--- src/rtl/rx_addr_filter_pkg.sv ---
package rx_addr_filter_pkg;
  parameter int LEN_W = 16;

  // strobes from control to datapath
  typedef struct packed {
    logic start;   // byte opens a new frame
    logic take;    // byte belongs to the current frame
  } strobe_t;

  // frame observations returned by the datapath
  typedef struct packed {
    logic             isBcast;
    logic             isMcast;
    logic             uniHit;
    logic             hashHit;
    logic             addrFull;
    logic [LEN_W-1:0] frameLen;
  } flags_t;
endpackage

--- src/rtl/rx_addr_filter_dp.sv ---
module rx_addr_filter_dp
  import rx_addr_filter_pkg::*;
#(
  parameter int CFG_AW     = 3,
  parameter int WORD_W     = 32,
  parameter int HASH_WORDS = 4,
  parameter int HASH_BASE  = 4,
  parameter int IDX_LSB    = 23
) (
  input  logic              clk,
  input  logic              rstN,
  input  logic              cfgWe,
  input  logic [CFG_AW-1:0] cfgAddr,
  input  logic [WORD_W-1:0] cfgWdata,
  input  logic [7:0]        inData,
  input  strobe_t           strb,
  output flags_t            flags
);
  localparam int ADDR_BYTES = 6;
  localparam int ADDR_W     = ADDR_BYTES * 8;
  localparam int HASH_BITS  = HASH_WORDS * WORD_W;
  localparam int IDX_W      = $clog2(HASH_BITS);
  localparam logic [31:0] CRC_POLY = 32'h04C11DB7;
  localparam logic [CFG_AW-1:0] ADR_LO_A = CFG_AW'(1);
  localparam logic [CFG_AW-1:0] ADR_LO_B = CFG_AW'(2);
  localparam logic [CFG_AW-1:0] ADR_HI   = CFG_AW'(3);
  localparam logic [LEN_W-1:0]  LEN_ADDR = LEN_W'(ADDR_BYTES);

  logic [WORD_W-1:0]    uniLoA, uniLoB, uniHi;
  logic [WORD_W-1:0]    hashWord [HASH_WORDS];
  logic [HASH_BITS-1:0] hashFlat;
  logic [ADDR_W-1:0]    destReg;
  logic [31:0]          crcReg;
  logic [LEN_W-1:0]     frameLen;
  logic [ADDR_W-1:0]    addrA, addrB;
  logic [IDX_W-1:0]     hashIdx;

  function automatic logic [31:0] crcStep(input logic [31:0] c, input logic [7:0] b);
    logic [31:0] r;
    r = c;
    for (int j = 0; j < 8; j++) begin
      if (r[31] ^ b[j]) r = (r << 1) ^ CRC_POLY;
      else              r = r << 1;
    end
    return r;
  endfunction

  // configuration storage
  always_ff @(posedge clk) begin
    if (!rstN) begin
      uniLoA <= '0;
      uniLoB <= '0;
      uniHi  <= '0;
      for (int i = 0; i < HASH_WORDS; i++) hashWord[i] <= '0;
    end else if (cfgWe) begin
      if (cfgAddr == ADR_LO_A) uniLoA <= cfgWdata;
      if (cfgAddr == ADR_LO_B) uniLoB <= cfgWdata;
      if (cfgAddr == ADR_HI)   uniHi  <= cfgWdata;
      for (int i = 0; i < HASH_WORDS; i++)
        if (cfgAddr == CFG_AW'(HASH_BASE + i)) hashWord[i] <= cfgWdata;
    end
  end

  genvar w;
  generate
    for (w = 0; w < HASH_WORDS; w++) begin : g_flat
      assign hashFlat[w*WORD_W +: WORD_W] = hashWord[w];
    end
  endgenerate

  // first destination byte ends up in the top byte of the vector
  assign addrA = {uniHi[7:0],   uniHi[15:8],  uniLoA[7:0], uniLoA[15:8], uniLoA[23:16], uniLoA[31:24]};
  assign addrB = {uniHi[23:16], uniHi[31:24], uniLoB[7:0], uniLoB[15:8], uniLoB[23:16], uniLoB[31:24]};

  // per-frame capture
  always_ff @(posedge clk) begin
    if (!rstN) begin
      destReg  <= '0;
      crcReg   <= '1;
      frameLen <= '0;
    end else if (strb.start) begin
      destReg  <= {{(ADDR_W-8){1'b0}}, inData};
      crcReg   <= crcStep(32'hFFFF_FFFF, inData);
      frameLen <= LEN_W'(1);
    end else if (strb.take) begin
      if (frameLen < LEN_ADDR) begin
        destReg <= {destReg[ADDR_W-9:0], inData};
        crcReg  <= crcStep(crcReg, inData);
      end
      if (frameLen != '1) frameLen <= frameLen + LEN_W'(1);
    end
  end

  assign hashIdx        = crcReg[IDX_LSB +: IDX_W];
  assign flags.isBcast  = &destReg;
  assign flags.isMcast  = destReg[ADDR_W-8];
  assign flags.uniHit   = (destReg == addrA) || (destReg == addrB);
  assign flags.hashHit  = hashFlat[hashIdx];
  assign flags.addrFull = frameLen >= LEN_ADDR;
  assign flags.frameLen = frameLen;

  AST_LEN_GROWS: assert property (@(posedge clk) disable iff (!rstN)
    (strb.take && !strb.start) |=> (frameLen >= $past(frameLen)));
  AST_HASH_HELD: assert property (@(posedge clk) disable iff (!rstN)
    !cfgWe |=> $stable(hashFlat));
endmodule

--- src/rtl/rx_addr_filter_ctl.sv ---
module rx_addr_filter_ctl
  import rx_addr_filter_pkg::*;
#(
  parameter int CFG_AW  = 3,
  parameter int WORD_W  = 32,
  parameter int MIN_LSB = 16
) (
  input  logic              clk,
  input  logic              rstN,
  input  logic              cfgWe,
  input  logic [CFG_AW-1:0] cfgAddr,
  input  logic [WORD_W-1:0] cfgWdata,
  input  logic              inValid,
  input  logic              inStart,
  input  logic              inEnd,
  input  flags_t            flags,
  output strobe_t           strb,
  output logic              decValid,
  output logic              decAccept
);
  localparam int UNI_BIT  = 0;
  localparam int MC_BIT   = 1;
  localparam int FRAG_BIT = 2;
  localparam logic [CFG_AW-1:0] ADR_CTRL = '0;

  typedef enum logic {ST_IDLE, ST_BUSY} state_e;
  state_e           state;
  logic             uniEn, mcEn, fragEn;
  logic [LEN_W-1:0] minLen;
  logic             judgePend;
  logic             lenOk, anyEn, verdict;

  always_ff @(posedge clk) begin
    if (!rstN) begin
      uniEn  <= 1'b0;
      mcEn   <= 1'b0;
      fragEn <= 1'b0;
      minLen <= '0;
    end else if (cfgWe && cfgAddr == ADR_CTRL) begin
      uniEn  <= cfgWdata[UNI_BIT];
      mcEn   <= cfgWdata[MC_BIT];
      fragEn <= cfgWdata[FRAG_BIT];
      minLen <= cfgWdata[MIN_LSB +: LEN_W];
    end
  end

  assign strb.start = inValid && inStart;
  assign strb.take  = inValid && (inStart || state == ST_BUSY);

  always_ff @(posedge clk) begin
    if (!rstN) begin
      state     <= ST_IDLE;
      judgePend <= 1'b0;
    end else begin
      judgePend <= strb.take && inEnd;
      if (strb.take && inEnd) state <= ST_IDLE;
      else if (strb.start)    state <= ST_BUSY;
    end
  end

  assign lenOk = flags.frameLen >= minLen;
  assign anyEn = uniEn || mcEn || fragEn;

  always_comb begin
    verdict = 1'b1;
    if (anyEn) begin
      if (!flags.addrFull)       verdict = 1'b0;
      else if (fragEn && !lenOk) verdict = 1'b0;
      else if (flags.isBcast)    verdict = 1'b1;
      else if (flags.isMcast)    verdict = !mcEn || flags.hashHit;
      else                       verdict = !uniEn || flags.uniHit;
    end
  end

  always_ff @(posedge clk) begin
    if (!rstN) begin
      decValid  <= 1'b0;
      decAccept <= 1'b0;
    end else begin
      decValid  <= judgePend;
      decAccept <= judgePend && verdict;
    end
  end

  AST_DEC_AFTER_END: assert property (@(posedge clk) disable iff (!rstN)
    decValid |-> $past(inValid && inEnd, 2));
  AST_OPEN_PASS: assert property (@(posedge clk) disable iff (!rstN)
    (decValid && $past(!anyEn)) |-> decAccept);
  AST_RUNT_DROP: assert property (@(posedge clk) disable iff (!rstN)
    (decValid && $past(fragEn && !lenOk)) |-> !decAccept);
  AST_SHORT_DROP: assert property (@(posedge clk) disable iff (!rstN)
    (decValid && $past(anyEn && !flags.addrFull)) |-> !decAccept);
  AST_BCAST_PASS: assert property (@(posedge clk) disable iff (!rstN)
    (decValid && $past(flags.isBcast && flags.addrFull && !(fragEn && !lenOk))) |-> decAccept);
endmodule

--- src/rtl/rx_addr_filter.sv ---
module rx_addr_filter
  import rx_addr_filter_pkg::*;
#(
  parameter int CFG_AW     = 3,
  parameter int WORD_W     = 32,
  parameter int HASH_WORDS = 4
) (
  input  logic              clk,
  input  logic              rstN,
  input  logic              cfgWe,
  input  logic [CFG_AW-1:0] cfgAddr,
  input  logic [WORD_W-1:0] cfgWdata,
  input  logic              inValid,
  input  logic              inStart,
  input  logic              inEnd,
  input  logic [7:0]        inData,
  output logic              decValid,
  output logic              decAccept
);
  strobe_t strb;
  flags_t  flags;

  rx_addr_filter_ctl #(.CFG_AW(CFG_AW), .WORD_W(WORD_W)) u_ctl (
    .clk(clk), .rstN(rstN), .cfgWe(cfgWe), .cfgAddr(cfgAddr), .cfgWdata(cfgWdata),
    .inValid(inValid), .inStart(inStart), .inEnd(inEnd), .flags(flags),
    .strb(strb), .decValid(decValid), .decAccept(decAccept)
  );

  rx_addr_filter_dp #(.CFG_AW(CFG_AW), .WORD_W(WORD_W), .HASH_WORDS(HASH_WORDS)) u_dp (
    .clk(clk), .rstN(rstN), .cfgWe(cfgWe), .cfgAddr(cfgAddr), .cfgWdata(cfgWdata),
    .inData(inData), .strb(strb), .flags(flags)
  );
endmodule

--- config.mk ---
export PLATFORM = sky130hd
export DESIGN_NAME = rx_addr_filter
export DESIGN_NICKNAME = d
export VERILOG_FILES = /design/src/rtl/rx_addr_filter_pkg.sv /design/src/rtl/rx_addr_filter_dp.sv /design/src/rtl/rx_addr_filter_ctl.sv /design/src/rtl/rx_addr_filter.sv
export SDC_FILE = /design/constraint.sdc
export NUM_CORES = 1
export LEC_CHECK = 0
export BUFFER_PORTS_ARGS = -buffer_cell sky130_fd_sc_hd__buf_4
export CAP_MARGIN = 15
export CORE_MARGIN = 3
export CORE_UTILIZATION = 40
export CTS_BUF_LIST = sky130_fd_sc_hd__clkbuf_16
export CTS_CLUSTER_SIZE = 14
export DETAILED_ROUTE_END_ITERATION = 16
export HOLD_SLACK_MARGIN = 0.08
export SLEW_MARGIN = 5
export SYNTH_ARGS = -nofsm -noshare
export SYNTH_HDL_FRONTEND = slang
export SYNTH_SLANG_ARGS = --single-unit
--- constraint.sdc ---
create_clock -name clk -period 4.5 [get_ports clk]
set_clock_uncertainty 0.15 [all_clocks]
set_input_delay 0.9 -clock clk [delete_from_list [all_inputs] [get_ports clk]]
set_output_delay 0.9 -clock clk [all_outputs]
set_load 0.01 [all_outputs]
==> out/qor.yml, run 1 <==
finish:
  area.growth.synth_to_final_pct: 11.8
  design_area_sq_mm: 0.0189
  final_layout_size_suffix_gt1_share_pct: 10.3
  n_fill_cell: 3878
  num-nets-final: 1791
clock_network:
  tritoncts_num_sinks: 343
  clockBufferDepth: 3
  post_cts_buffers: 0
  post_cts_hold_buffer_count: 0
  cts_buffers: 40
  tritoncts: "done"
  cts.root.buffer_cell: "sky130_fd_sc_hd__clkbuf_16"
  ctsHtreeMaxLevel: 2
  worst_skew_pair_latency_ns: 0.56
  path_clk_slew_ns: 0.06
  post_cts_resized: 0
timing:
  finalWorstSetupSlack_ns: 1.41
  worst-slew-pin-transition_ns: 1.07
  slew_viol_final: 0
  slew-limit-headroom_pct: 28.8
  setup_viol_count_final: 0
  final-hold-violation-count: 0
  totalNegativeSetupSlack_ns: 0
  rsz_0062_raised_after_global_routing: "false"
  achievable-frequency_mhz: 324
  period_needed_ns: 3.09
  worst_hold_slack_ns: 0.314
  finalCritPeriodShare_pct: 68.6
status:
  status: "finished clean"
setup_path:
  critical_path_s_largest_stage_delay_ns: 0.58
  critical-path-top-delay-family: "simple AND/OR/NAND/NOR gates"
  path_class: "reg -> reg"
  path_cells: "xor2_1 -> nor4_1 -> nand4_1 -> nor3_1 -> nor4b_1 -> o41ai_1 -> a31o_1"
  worst-path-buf-inv: 0
  startpoint_type: "flop"
  cp_data_arrival_time_ns: 3.43
  crit_path_end_kind: "flop"
  critPathRequiredTime_ns: 4.85
  critical_path.slowest_cell: "sky130_fd_sc_hd__nor4_1"
  cp_max_fo: 5
synth:
  yosysMostFrequentCell: "sky130_fd_sc_hd__nand2_1"
  synth.avg_cell_area_sq_um: 9.86
  synth_fp_nets: 1782
  share_of_flip_flops_with_an_asynchronous_set_or_reset_after_synthesis_pct: 0
  synth.yosys.seq_area_share_pct: 48.2
  ys_ff_latch: 343
  synth_enable_flop_cells: 128
  synth_top_cells_by_count: "sky130_fd_sc_hd__nand2_1 (370), sky130_fd_sc_hd__dfxtp_1 (215), sky130_fd_sc_hd__and2_1 (130)"
  yosys_most_used_dff: "sky130_fd_sc_hd__dfxtp_1"
  synth_largest_area_cell: "sky130_fd_sc_hd__dfxtp_1"
  netlist-cell-type-count: 61
  yosys_warnings: 0
  synthCells: 1715
  biggest_area_contributors_in_the_synthesized_netlist: "sky130_fd_sc_hd__dfxtp_1 (25%), sky130_fd_sc_hd__edfxtp_1 (23%), sky130_fd_sc_hd__nand2_1 (8.2%)"
  mapped_cell_area_sq_mm: 0.0169
  synth_largest_type_area_fraction_pct: 25.4
floorplanning:
  die-area_sq_mm: 0.0448
  core.rowCount: 74
  core_region_area_sq_mm: 0.0413
  fp.dieH_microns: 212
  boundaryPins: 51
  initial_core_util_pct: 41.0
  die_w_microns: 212
pwr:
  irDropWorstVdd_v: 0.000218
  total_power_mw: 7.86
  power_leakage_nw: 7.15
  power-per-cell-area_mw_per_mm2: 416
grt:
  grt_first_pass_wirelength_microns: 73400
  largest_net_degree_at_the_start_of_global_routing: 98
  global_route_usage_over_all_layers_pct: 21.5
  first_global_vias: 12170
  overflow: 0
  grt_antenna_before_repair: 6
routing:
  antenna_left: 0
  drc: 0
  total_iterations_of_the_first_detailed_routing_run: 7
  count_of_routing_violations_after_the_opening_detailed_route_iteration: 1039
  wl_microns: 47600
  avgViaCountPerCell: 5.41
  vias: 12377
  wl_per_cell_microns: 20.8
place:
  detailed_place_hpwl_microns: 32100
  port-buffer-count: 50
  dpl-instance-area_sq_mm: 0.0177
  preCtsSetupSlack_ns: 1.18
  gp_congestion: 0.934
hold_path:
  min-delay-path-class: "reg -> reg"
flow_run:
  cap_violations: 0
[kinds of logic (layout without fill, tap and decap cells)]
kind of cell	count (synthesis)	in the layout	share of synthesized area, %
xor gates and xnor gates	224	224	12.6
muxes	42	42	4.85
DFF	343	343	48.2
AOI/OAI and AO/OA	274	274	10.8
and+or+nand+nor	683	683	18.8
buffers and inverters	131	169	3.50
other	0	1	0
adders and majority gates	18	18	1.33
[report_power, final]
| group | internal [mW] | switching [mW] | leakage, nW |
|---|---|---|---|
| registers | 3.37 | 0.135 | 2.98 |
| logic | 0.608 | 0.759 | 3.54 |
| clock network | 1.68 | 1.31 | 0.626 |
[flip-flops by register name, summed over array words and instances (netlist names)]
register and flops:
u_dp.hashWord 128, u_dp.uniLoB 32, u_dp.uniHi 32, u_dp.crcReg 32, u_dp.destReg 48, u_ctl.fragEn 1
u_ctl.minLen 16, u_dp.frameLen 16, u_ctl.mcEn 1, u_ctl.decValid 1, u_ctl.uniEn 1, u_ctl.state 1
u_ctl.decAccept 1, u_dp.uniLoA 32, u_ctl.judgePend 1
[worst paths after layout]
check / cells after the start / end / from / slack, ns
worst min register to register: 2 / u_ctl.minLen[11] / u_ctl.minLen[11] / 0.31
worst min-delay path: 2 / u_ctl.minLen[11] / u_ctl.minLen[11] / 0.31
worst max register to register: 7 / u_ctl.decAccept / u_dp.destReg[2] / 1.41
worst max-delay path: 7 / u_ctl.decAccept / u_dp.destReg[2] / 1.41
[tightest hold or removal path: stages (launching register included)]
cell,delay [ns]
sky130_fd_sc_hd__dfxtp_1,0.30
sky130_fd_sc_hd__nand2_1,0.05
sky130_fd_sc_hd__a21boi_0,0.06
[cell type report]
class / instances / area [sq um] / share of cell area, %
clock inverter: 31 / 188 / 0.993
inverter: 24 / 90.1 / 0.477
sequential: 343 / 8150 / 43.1
clock buffer: 40 / 1000 / 5.30
antenna: 1 / 2.50 / 0.0132
multi-input combinational: 1241 / 8240 / 43.6
tap: 532 / 666 / 3.52
timing repair buffer: 74 / 568 / 3.01
[routing by layer]
metal	GRT usage, %	part of all wire [%]	vias to the layer above
met4	6.21	2.5	0
met5	0	0	-
met1	29.6	45	6076
li1	-	-	5881
met2	34.9	47	343
met3	3.73	6.1	77
[layout by cell type, fill, tap and decap left out, types with 5 or more instances in the layout]
cell type	instances
sky130_fd_sc_hd__nand2_1	369
sky130_fd_sc_hd__dfxtp_1	214
sky130_fd_sc_hd__and2_1	130
sky130_fd_sc_hd__edfxtp_1	128
sky130_fd_sc_hd__xor2_1	125
sky130_fd_sc_hd__a21boi_0	124
sky130_fd_sc_hd__xnor2_1	86
sky130_fd_sc_hd__buf_4	73
sky130_fd_sc_hd__nor2_1	55
sky130_fd_sc_hd__a21oi_1	53
sky130_fd_sc_hd__clkbuf_16	40
sky130_fd_sc_hd__o21ai_0	36
sky130_fd_sc_hd__inv_1	34
sky130_fd_sc_hd__nor4_1	32
sky130_fd_sc_hd__nand4_1	26
sky130_fd_sc_hd__mux4_2	24
sky130_fd_sc_hd__nand3_1	19
sky130_fd_sc_hd__ha_1	18
sky130_fd_sc_hd__a211oi_1	15
sky130_fd_sc_hd__nor3_1	13
sky130_fd_sc_hd__mux2i_1	11
sky130_fd_sc_hd__clkinv_1	10
sky130_fd_sc_hd__nand2b_1	9
sky130_fd_sc_hd__o211ai_1	9
sky130_fd_sc_hd__mux4_1	6
sky130_fd_sc_hd__o21ai_1	5
sky130_fd_sc_hd__a31oi_1	5
sky130_fd_sc_hd__nor2b_1	5
sky130_fd_sc_hd__clkinv_2	5
[metrics by stage]
step	std cells	util, %
floorplan	1715	-
global placement	2213	42.9
detailed placement	2213	42.9
CTS	2284	45.8
global route	2285	45.8
finish	2286	45.8
(Power assumes the default switching activity.)
==> run 2: changes to the inputs <==
==> constraint.sdc (replaced) <==
create_clock -name clk -period 2.5 [get_ports clk]
set_clock_uncertainty 0.15 [all_clocks]
set_input_delay 0.5 -clock clk [delete_from_list [all_inputs] [get_ports clk]]
set_output_delay 0.5 -clock clk [all_outputs]
set_load 0.01 [all_outputs]
==> run 2 against run 1 <==
  * Clock-buffer cell count fell by 1
  * Sequential power rose by 78%
  * Hold slack got worse by 0.18 ns
  * Non-clock buffer count rose by 97
  * Power rose by 80%
  * Die area did not move
  * Sequential cell count did not move
  * Wire length rose by 6.6%
  * Via count rose by 4.3%
==> out/qor.yml, run 2 (same netlist as run 1, synthesis figures left out) <==
place:
  detailed_place_hpwl_microns: 34600
  port-buffer-count: 50
  preCtsSetupSlack_ns: -0.0640
  gp_congestion: 0.894
  dp.cells: 2309
floorplanning:
  fp.dieH_microns: 212
  die-area_sq_mm: 0.0448
  core_region_area_sq_mm: 0.0413
  core.rowCount: 74
  die_w_microns: 212
  initial_core_util_pct: 41.0
  boundaryPins: 51
finish:
  n_fill_cell: 3899
  largest_reg_flops: 128
  final_non_filler_cell_total: 2380
  biggest_regs: "u_dp.hashWord: 128 flops, u_dp.destReg: 48 flops"
  final_common_cell: "sky130_fd_sc_hd__nand2_1"
  registers.top_by_ff_count: "u_dp.hashWord"
  final_layout_size_suffix_gt1_share_pct: 14.9
  most-common-layout-cells: "sky130_fd_sc_hd__nand2_1 (368), sky130_fd_sc_hd__dfxtp_1 (212), sky130_fd_sc_hd__buf_4 (160), sky130_fd_sc_hd__and2_1 (130), sky130_fd_sc_hd__edfxtp_1 (128)"
  area.growth.synth_to_final_pct: 16.3
  num-nets-final: 1887
setup_path:
  worst-r2r-cell-count: 7
  startpoint_type: "flop"
  path_class: "reg -> reg"
  critPathRequiredTime_ns: 2.79
  crit_path_end_kind: "flop"
  cp_data_arrival_time_ns: 2.73
  cp_max_fo: 7
grt:
  grt_antenna_before_repair: 7
  global_route_usage_over_all_layers_pct: 22.8
  grt_first_pass_wirelength_microns: 77500
  overflow: 0
  largest_net_degree_at_the_start_of_global_routing: 65
  first_global_vias: 12679
routing:
  wl_microns: 50800
  count_of_routing_violations_after_the_opening_detailed_route_iteration: 1238
  wl_per_cell_microns: 21.3
  drc: 0
  total_iterations_of_the_first_detailed_routing_run: 5
  vias: 12911
  avgViaCountPerCell: 5.42
  antenna_left: 0
timing:
  finalCritPeriodShare_pct: 97.8
  achievable-frequency_mhz: 409
  totalNegativeSetupSlack_ns: 0
  setup_viol_count_final: 0
  period_needed_ns: 2.44
  worst_hold_slack_ns: 0.134
  finalWorstSetupSlack_ns: 0.0554
  slew-limit-headroom_pct: 61.7
  worst-slew-pin-transition_ns: 0.575
  rsz_0062_raised_after_global_routing: "true"
  final-hold-violation-count: 0
  slew_viol_final: 0
clock_network:
  clockBufferDepth: 3
  tritoncts: "done"
  ctsHtreeMaxLevel: 2
  path_clk_slew_ns: 0.06
  worst_skew_pair_latency_ns: 0.55
  tritoncts_num_sinks: 343
  cts_buffers: 39
  cts.root.buffer_cell: "sky130_fd_sc_hd__clkbuf_16"
hold_path:
  min-delay-path-class: "in -> reg"
  hold_depth: 3
pwr:
  irDropWorstVdd_v: 0.000369
  power_leakage_nw: 7.66
  power-per-cell-area_mw_per_mm2: 721
flow_run:
  cap_violations: 0
status:
  status: "finished clean"
## run 2: final cells by class
cell class,count,area [sq um],area share (%)
flip-flops and latches,343,8150,41.5
clock inverters,29,153,0.776
inverters,24,90.1,0.458
repair buffers,171,1390,7.08
clock buffers,39,976,4.96
well taps,532,666,3.38
diodes,1,2.50,0.0127
multi-input cells,1241,8240,41.9
## run 2: worst paths after layout
kind                    from              end  slack [ns]
min reg2reg  u_ctl.minLen[3]  u_ctl.minLen[3]        0.31
max reg2reg  u_dp.crcReg[24]  u_ctl.decAccept        0.06
min             cfgWdata[15]   u_dp.uniHi[15]        0.13
max          u_dp.crcReg[24]  u_ctl.decAccept        0.06
## run 2: worst max-delay path, stage by stage (launching register included)
cell and delay [ns]:
sky130_fd_sc_hd__dfxtp_4 0.42, sky130_fd_sc_hd__mux4_1 0.57, sky130_fd_sc_hd__mux4_2 0.47, sky130_fd_sc_hd__o21ai_1 0.13, sky130_fd_sc_hd__nand4b_1 0.11, sky130_fd_sc_hd__a21oi_1 0.17
sky130_fd_sc_hd__o41ai_1 0.08, sky130_fd_sc_hd__a31o_1 0.23
## run 2: power by group
group | internal (mW) | switching, mW
combinational | 1.26 | 1.46
sequential | 6.08 | 0.189
clock | 2.92 | 2.27
total | 10.3 | 3.92
## run 2: what timing repair did
item	CTS	global route
resized for setup	2	7
endpoints found under the hold margin	2	0
endpoints found under the setup margin	1	3
setup buffers	0	0
hold buffers	2	0
## run 2: routing by layer
metal  track usage (%)  wire, microns  share of wire, %
met5                 0              0                 0
met4              5.89           1070               2.1
met3              4.05           3530               6.9
met2              37.0          23600                46
met1              31.8          22600                44
## run 2: through the flow
step	instance area (sq um)	util, %	power [mW]
3_3_place_gp	18500	44.8	9.06
3_5_place_dp	18500	44.8	9.09
5_1_grt	19700	47.6	14.8
4_1_cts	19700	47.6	14.3
6_report	19700	47.6	14.2
2_1_floorplan	16900	-	8.19
